## src/rtl/mapper_pkg.sv

```systemverilog
package mapper_pkg;
  parameter int CPU_AW    = 16;
  parameter int CPU_DW    = 8;
  parameter int DBANK_W   = 4;
  parameter int WIN_OFF_W = 15;
  parameter int DRAM_AW   = DBANK_W + WIN_OFF_W;
  parameter int BPAGE_W   = 3;
  parameter int BPAGE_OFF = 12;
  parameter int BIOS_AW   = BPAGE_W + BPAGE_OFF;
  parameter int CBANK_W   = 6;
  parameter int PPU_AW    = 14;
  parameter int CBANK_OFF = 13;
  parameter int CHR_AW    = CBANK_W + CBANK_OFF;
  parameter int MIRR_W    = 2;

  parameter logic [CPU_AW-1:0] WIN_BASE  = 16'h6000;
  parameter logic [CPU_AW-1:0] BIOS_BASE = 16'hE000;

  parameter int REG_N = 5;
  typedef enum int {
    RI_RDBANK = 0,
    RI_WRBANK = 1,
    RI_BIOS   = 2,
    RI_CHR    = 3,
    RI_MIRR   = 4
  } reg_idx_e;

  parameter logic [CPU_AW-1:0] REG_ADDR [REG_N] = '{
    16'h4190, 16'h4191, 16'h4180, 16'h4198, 16'h418D
  };

  typedef enum logic [MIRR_W-1:0] {
    MIRR_VERT  = 2'd0,
    MIRR_HORZ  = 2'd1,
    MIRR_ONE_L = 2'd2,
    MIRR_ONE_H = 2'd3
  } mirr_e;
endpackage

```

## src/rtl/mapper_regs.sv

```systemverilog
module mapper_regs
  import mapper_pkg::*;
(
  input  logic                 clk,
  input  logic                 rst_n,
  input  logic                 cpu_wr,
  input  logic [CPU_AW-1:0]    cpu_addr,
  input  logic [CPU_DW-1:0]    cpu_wdata,
  output logic [DBANK_W-1:0]   rd_bank,
  output logic [DBANK_W-1:0]   wr_bank,
  output logic                 rd_on,
  output logic                 wr_on,
  output logic [BPAGE_W-1:0]   bios_page,
  output logic [CBANK_W-1:0]   chr_bank,
  output mirr_e                mirror
);
  logic [REG_N-1:0] hit;
  logic             unused_wdata_hi;

  assign unused_wdata_hi = ^cpu_wdata[CPU_DW-1:CBANK_W];

  for (genvar g = 0; g < REG_N; g++) begin : g_dec
    assign hit[g] = cpu_wr && (cpu_addr == REG_ADDR[g]);
  end

  always_ff @(posedge clk) begin
    if (!rst_n) begin
      rd_bank   <= '0;
      wr_bank   <= '0;
      rd_on     <= 1'b1;
      wr_on     <= 1'b0;
      bios_page <= '0;
      chr_bank  <= '0;
      mirror    <= MIRR_VERT;
    end else begin
      if (hit[RI_RDBANK]) begin
        rd_bank <= cpu_wdata[DBANK_W-1:0];
        rd_on   <= 1'b1;
        wr_on   <= 1'b0;
      end
      if (hit[RI_WRBANK]) begin
        wr_bank <= cpu_wdata[DBANK_W-1:0];
        wr_on   <= 1'b1;
        rd_on   <= 1'b0;
      end
      if (hit[RI_BIOS]) bios_page <= cpu_wdata[BPAGE_W-1:0];
      if (hit[RI_CHR])  chr_bank  <= cpu_wdata[CBANK_W-1:0];
      if (hit[RI_MIRR]) mirror    <= mirr_e'(cpu_wdata[MIRR_W-1:0]);
    end
  end
endmodule

```

## src/rtl/mapper_cpu_dec.sv

```systemverilog
module mapper_cpu_dec
  import mapper_pkg::*;
(
  input  logic [CPU_AW-1:0]   cpu_addr,
  input  logic                cpu_rd,
  input  logic                cpu_wr,
  input  logic [DBANK_W-1:0]  rd_bank,
  input  logic [DBANK_W-1:0]  wr_bank,
  input  logic                rd_on,
  input  logic                wr_on,
  input  logic [BPAGE_W-1:0]  bios_page,
  output logic [DRAM_AW-1:0]  dram_addr,
  output logic                dram_rd_en,
  output logic                dram_wr_en,
  output logic                dflt_rd_en,
  output logic [BIOS_AW-1:0]  bios_addr,
  output logic                bios_en
);
  localparam logic [CPU_AW:0] WIN_END  = {1'b0, WIN_BASE} + (17'd1 << WIN_OFF_W);
  localparam logic [CPU_AW:0] BIOS_END = {1'b0, BIOS_BASE} + (17'd1 << BPAGE_OFF);

  logic                 in_win;
  logic                 in_bios;
  logic [WIN_OFF_W-1:0] win_off;
  logic [DBANK_W-1:0]   bank_sel;

  assign in_win  = (cpu_addr >= WIN_BASE) && ({1'b0, cpu_addr} < WIN_END);
  assign in_bios = (cpu_addr >= BIOS_BASE) && ({1'b0, cpu_addr} < BIOS_END);
  assign win_off = cpu_addr[WIN_OFF_W-1:0] - WIN_BASE[WIN_OFF_W-1:0];

  always_comb begin
    bank_sel = cpu_wr ? wr_bank : rd_bank;
    dram_addr  = {bank_sel, win_off};
    dram_rd_en = cpu_rd && in_win && rd_on;
    dram_wr_en = cpu_wr && in_win && wr_on;
    dflt_rd_en = cpu_rd && in_win && !rd_on;
    bios_en    = cpu_rd && in_bios;
    bios_addr  = {bios_page, cpu_addr[BPAGE_OFF-1:0]};
  end
endmodule

```

## src/rtl/mapper_ppu_map.sv

```systemverilog
module mapper_ppu_map
  import mapper_pkg::*;
(
  input  logic [PPU_AW-1:0]  ppu_addr,
  input  logic               ppu_rd,
  input  logic [CBANK_W-1:0] chr_bank,
  input  mirr_e              mirror,
  output logic [CHR_AW-1:0]  ppu_mem_addr,
  output logic               ppu_mem_en,
  output logic [MIRR_W-1:0]  mirror_mode
);
  logic in_pat;

  assign in_pat       = (ppu_addr[PPU_AW-1:CBANK_OFF] == '0);
  assign ppu_mem_en   = ppu_rd && in_pat;
  assign ppu_mem_addr = {chr_bank, ppu_addr[CBANK_OFF-1:0]};
  assign mirror_mode  = mirror;
endmodule

```

## src/rtl/dram_bank_mapper.sv

```systemverilog
module dram_bank_mapper
  import mapper_pkg::*;
(
  input  logic               clk,
  input  logic               rst_n,
  input  logic [CPU_AW-1:0]  cpu_addr,
  input  logic [CPU_DW-1:0]  cpu_wdata,
  input  logic               cpu_rd,
  input  logic               cpu_wr,
  input  logic [PPU_AW-1:0]  ppu_addr,
  input  logic               ppu_rd,
  output logic [DRAM_AW-1:0] dram_addr,
  output logic               dram_rd_en,
  output logic               dram_wr_en,
  output logic               dflt_rd_en,
  output logic [BIOS_AW-1:0] bios_addr,
  output logic               bios_en,
  output logic [CHR_AW-1:0]  ppu_mem_addr,
  output logic               ppu_mem_en,
  output logic [MIRR_W-1:0]  mirror_mode
);
  logic [DBANK_W-1:0] rd_bank;
  logic [DBANK_W-1:0] wr_bank;
  logic               rd_on;
  logic               wr_on;
  logic [BPAGE_W-1:0] bios_page;
  logic [CBANK_W-1:0] chr_bank;
  mirr_e              mirror;

  mapper_regs u_regs (
    .clk       (clk),
    .rst_n     (rst_n),
    .cpu_wr    (cpu_wr),
    .cpu_addr  (cpu_addr),
    .cpu_wdata (cpu_wdata),
    .rd_bank   (rd_bank),
    .wr_bank   (wr_bank),
    .rd_on     (rd_on),
    .wr_on     (wr_on),
    .bios_page (bios_page),
    .chr_bank  (chr_bank),
    .mirror    (mirror)
  );

  mapper_cpu_dec u_cpu (
    .cpu_addr   (cpu_addr),
    .cpu_rd     (cpu_rd),
    .cpu_wr     (cpu_wr),
    .rd_bank    (rd_bank),
    .wr_bank    (wr_bank),
    .rd_on      (rd_on),
    .wr_on      (wr_on),
    .bios_page  (bios_page),
    .dram_addr  (dram_addr),
    .dram_rd_en (dram_rd_en),
    .dram_wr_en (dram_wr_en),
    .dflt_rd_en (dflt_rd_en),
    .bios_addr  (bios_addr),
    .bios_en    (bios_en)
  );

  mapper_ppu_map u_ppu (
    .ppu_addr     (ppu_addr),
    .ppu_rd       (ppu_rd),
    .chr_bank     (chr_bank),
    .mirror       (mirror),
    .ppu_mem_addr (ppu_mem_addr),
    .ppu_mem_en   (ppu_mem_en),
    .mirror_mode  (mirror_mode)
  );
endmodule

```

## config.mk

```make
export PLATFORM = sky130hd
export DESIGN_NAME = dram_bank_mapper
export DESIGN_NICKNAME = d
export VERILOG_FILES = /design/src/rtl/mapper_pkg.sv /design/src/rtl/mapper_regs.sv /design/src/rtl/mapper_cpu_dec.sv /design/src/rtl/mapper_ppu_map.sv /design/src/rtl/dram_bank_mapper.sv
export SDC_FILE = /design/constraint.sdc
export NUM_CORES = 1
export LEC_CHECK = 0
export BUFFER_PORTS_ARGS = -buffer_cell sky130_fd_sc_hd__buf_2
export CORE_ASPECT_RATIO = 0.8
export CORE_MARGIN = 8
export CORE_UTILIZATION = 39
export DETAILED_ROUTE_END_ITERATION = 6
export PLACE_DENSITY = 0.84
export SKIP_LAST_GASP = 1
export SYNTH_ARGS = -nofsm -noshare
export SYNTH_HDL_FRONTEND = slang
export SYNTH_SLANG_ARGS = --single-unit
```

## constraint.sdc

```tcl
create_clock -name clk -period 2.81 [get_ports clk]
set_input_delay 0.1405 -clock clk [delete_from_list [all_inputs] [get_ports clk]]
set_output_delay 0.1405 -clock clk [all_outputs]
set_load 0.01 [all_outputs]
```

==> results.py <==
metrics = {
    "run_status": {
        "run_status": "completed",
    },
    "critical_path": {
        "endpoint_kind": "flip-flop",
        "worst_ep_required_time_ns": 2.96,
        "crit_arrival_ns": 2.10,
        "timing.critical_path.from_type": "primary input",
        "critical_path_peak_fanout": 6,
        "worstSetupPathType": "in -> reg",
    },
    "finish": {
        "insertedDiodeCount": 0,
        "n_fill_cell": 355,
        "multiInputGateArea_um2": 577,
        "area_growth_syn_to_layout_pct": 11.8,
        "finish.net_count": 225,
        "regArea_um2": 420,
        "final_core_util": 0.441,
        "drive_gt1_frac": 0.489,
    },
    "clocking": {
        "post-cts-setup-buffers": 0,
        "number_of_hold_repair_buffers_added_at_the_cts_stage": 0,
        "htree_levels": 1,
        "numCtsBuffers": 3,
        "clock_buffer_depth": 2,
        "cts-root-buf": "sky130_fd_sc_hd__clkbuf_8",
        "clock_tree_from_tritoncts": "done",
        "clk_transition_reported_paths_ns": 0.07,
        "clock_latency_ns": 0.25,
        "clock_sink_count": 21,
        "postCtsResizedCells": 0,
    },
    "placement": {
        "dpl.hpwl_um": 2520,
        "io_buffer_count": 74,
        "globalplace.congestion": 0.709,
    },
    "power": {
        "netSwitchingFraction": 0.245,
        "net-switching-power_uw": 142,
        "cellLeakagePower_uw": 0.000738,
        "power_density_nw_per_um2": 394,
        "internal-power_uw": 437,
        "vdd.ir_drop.worst_mv": 0.281,
        "power_frac_seq": 0.514,
        "power.share.combinational": 0.158,
        "power.share.clock": 0.328,
    },
    "synth": {
        "yosysWarnings": 0,
        "yosys.cell_types.count": 29,
        "synth_enable_flop_cells": 0,
        "synth-seq-area-share": 0.320,
        "cell_area_synth_um2": 1310,
        "synth.net_count": 189,
        "synth.avg_cell_area_um2": 9.06,
        "yosys_most_used_dff": "sky130_fd_sc_hd__dfxtp_1",
        "synthCells": 145,
        "postSynth.asyncResetShare": 0,
        "register_bit_count_reported_by_yosys": 21,
    },
    "global_route": {
        "first_pass_grt_wire_length_um": 4630,
        "grt_use_total": 0.108,
        "pin_count_of_the_biggest_net_entering_global_routing": 30,
        "grt.overflow.total": 0,
        "grt_pass1_vias": 939,
        "number_of_antenna_violations_at_the_first_check_in_global_routing": 0,
    },
    "drt": {
        "dr.pass1.iters": 4,
        "route.antenna.remaining_nets": 0,
        "via_count": 1027,
        "detail_route.wirelength_um": 3060,
        "drt_iter0_drc": 25,
        "avgRoutedWirePerCell_um": 13.8,
        "remaining_routing_drc_violations": 0,
        "routed_via_density": 4.63,
    },
    "sta": {
        "slew_violations": 0,
        "finalSetupTns_ns": 0,
        "final_period_minus_worst_setup_slack_ns": 1.95,
        "finClkSkew_ns": 0,
        "min_period_over_period": 0.694,
        "timing.final.setup_violations": 0,
        "rsz0062_at_grt": "no",
        "finalHoldViolations": 0,
        "slew_headroom": 0.682,
        "fmax_mhz": 513,
        "timing_worst_slew_pin_value_ns": 0.477,
        "holdWs_ns": 0.128,
    },
    "floorplan": {
        "floorplan.initialDensity": 0.395,
        "rows": 19,
        "io_pins": 103,
        "core_area_um2": 3330,
        "die_area_um2": 5490,
        "floorplan.die.width_um": 80.9,
        "die_h_um": 67.9,
    },
    "hold_path": {
        "worst_hold_path_type": "in -> reg",
    },
    "run": {
        "maxCapViolations": 0,
    },
}
final timing paths:
check	from	to	slack (ns)	cells past startpoint
max	cpu_addr[1]	u_regs.wr_on	0.86	5
min reg2reg	u_regs.chr_bank[2]	u_regs.chr_bank[2]	0.46	2
min	cpu_wdata[4]	u_regs.chr_bank[4]	0.13	3
max reg2reg	u_regs.wr_on	u_regs.wr_on	2.10	2
cell type report:
| type | instances | share of cell area |
|---|---|---|
| flip-flops and latches | 21 | 0.286 |
| well taps | 42 | 0.0358 |
| clock buffers | 4 | 0.0307 |
| multi-input cells | 80 | 0.393 |
| repair buffers | 74 | 0.252 |
| inverters | 1 | 0.00256 |
cell usage after synthesis, types with 2 or more instances:
master	number	area share
sky130_fd_sc_hd__dfxtp_1	21	0.32
sky130_fd_sc_hd__clkbuf_1	2	0.0057
sky130_fd_sc_hd__or4_4	2	0.017
sky130_fd_sc_hd__buf_4	38	0.22
sky130_fd_sc_hd__nor3b_4	2	0.029
sky130_fd_sc_hd__nor2_1	3	0.0086
sky130_fd_sc_hd__nor4_1	2	0.0095
sky130_fd_sc_hd__mux2i_1	19	0.14
sky130_fd_sc_hd__and3_1	2	0.0095
sky130_fd_sc_hd__nor2b_1	3	0.014
sky130_fd_sc_hd__nand4_1	2	0.0095
sky130_fd_sc_hd__nand2_1	29	0.083
sky130_fd_sc_hd__mux2_2	4	0.034
kinds of logic after synthesis:
logic type	after synthesis	share of synthesized area
AOI/OAI and AO/OA	3	0.0181
DFF	21	0.320
xor gates and xnor gates	1	0.00667
buffers and inverters	44	0.241
adders and majority gates	1	0.00952
muxes	23	0.179
and+or+nand+nor	52	0.226
state kept, by name, summed over array words and instances, names as in the netlist:
| name | flops |
|---|---|
| u_regs.wr_on | 1 |
| u_regs.bios_page | 3 |
| u_regs.wr_bank | 4 |
| u_regs.mirror | 2 |
| u_regs.chr_bank | 6 |
| u_regs.rd_on | 1 |
| u_regs.rd_bank | 4 |
power groups by stage:
stage	sequential (uW)	combinational, uW	clock (uW)
CTS	297	92.5	197
global placement	304	91.2	0
finish	297	91.3	190
global route	297	99.1	210
floorplan	304	82.5	0
detailed placement	304	92.1	0
layer usage:
metal / vias up / wire length [um] / GRT usage
met5: - / 0 / 0
met4: 0 / 12 / 0.0178
met3: 4 / 240 / 0.0486
met2: 24 / 1550 / 0.184
met1: 477 / 1260 / 0.126
li1: 522 / - / -
worst max-delay path: stages:
cell	delay (ns)
sky130_fd_sc_hd__buf_2	0.11
sky130_fd_sc_hd__or4_4	0.54
sky130_fd_sc_hd__or4_4	0.59
sky130_fd_sc_hd__or3_1	0.48
sky130_fd_sc_hd__a22o_1	0.25
stage by stage:
stage | setup slack (ns) | area, um^2 | power, uW | cells
floorplan | 0.788 | 1310 | 387 | 145
global placement | 0.599 | 1420 | 396 | 218
detailed placement | 0.592 | 1420 | 396 | 218
CTS | 0.859 | 1470 | 587 | 222
global route | 0.832 | 1470 | 606 | 222
finish | 0.859 | 1470 | 579 | 222
cell usage in the layout (no fill, tap or decap):
master,n
sky130_fd_sc_hd__a211oi_1,1
sky130_fd_sc_hd__a22o_1,1
sky130_fd_sc_hd__a22oi_1,1
sky130_fd_sc_hd__and2_1,1
sky130_fd_sc_hd__and3_1,2
sky130_fd_sc_hd__and4_1,1
sky130_fd_sc_hd__buf_2,74
sky130_fd_sc_hd__clkbuf_1,1
sky130_fd_sc_hd__clkbuf_8,3
sky130_fd_sc_hd__dfxtp_1,21
sky130_fd_sc_hd__ha_1,1
sky130_fd_sc_hd__inv_1,1
sky130_fd_sc_hd__mux2_2,4
sky130_fd_sc_hd__mux2i_1,19
sky130_fd_sc_hd__nand2_1,29
sky130_fd_sc_hd__nand4_1,2
sky130_fd_sc_hd__nand4b_1,1
sky130_fd_sc_hd__nand4bb_2,1
sky130_fd_sc_hd__nor2_1,3
sky130_fd_sc_hd__nor2b_1,3
sky130_fd_sc_hd__nor3b_4,2
sky130_fd_sc_hd__nor4_1,2
sky130_fd_sc_hd__or2_2,1
sky130_fd_sc_hd__or3_1,1
sky130_fd_sc_hd__or3_2,1
sky130_fd_sc_hd__or4_4,2
sky130_fd_sc_hd__xnor2_1,1
No activity file was read; power rests on OpenSTA's default activity.
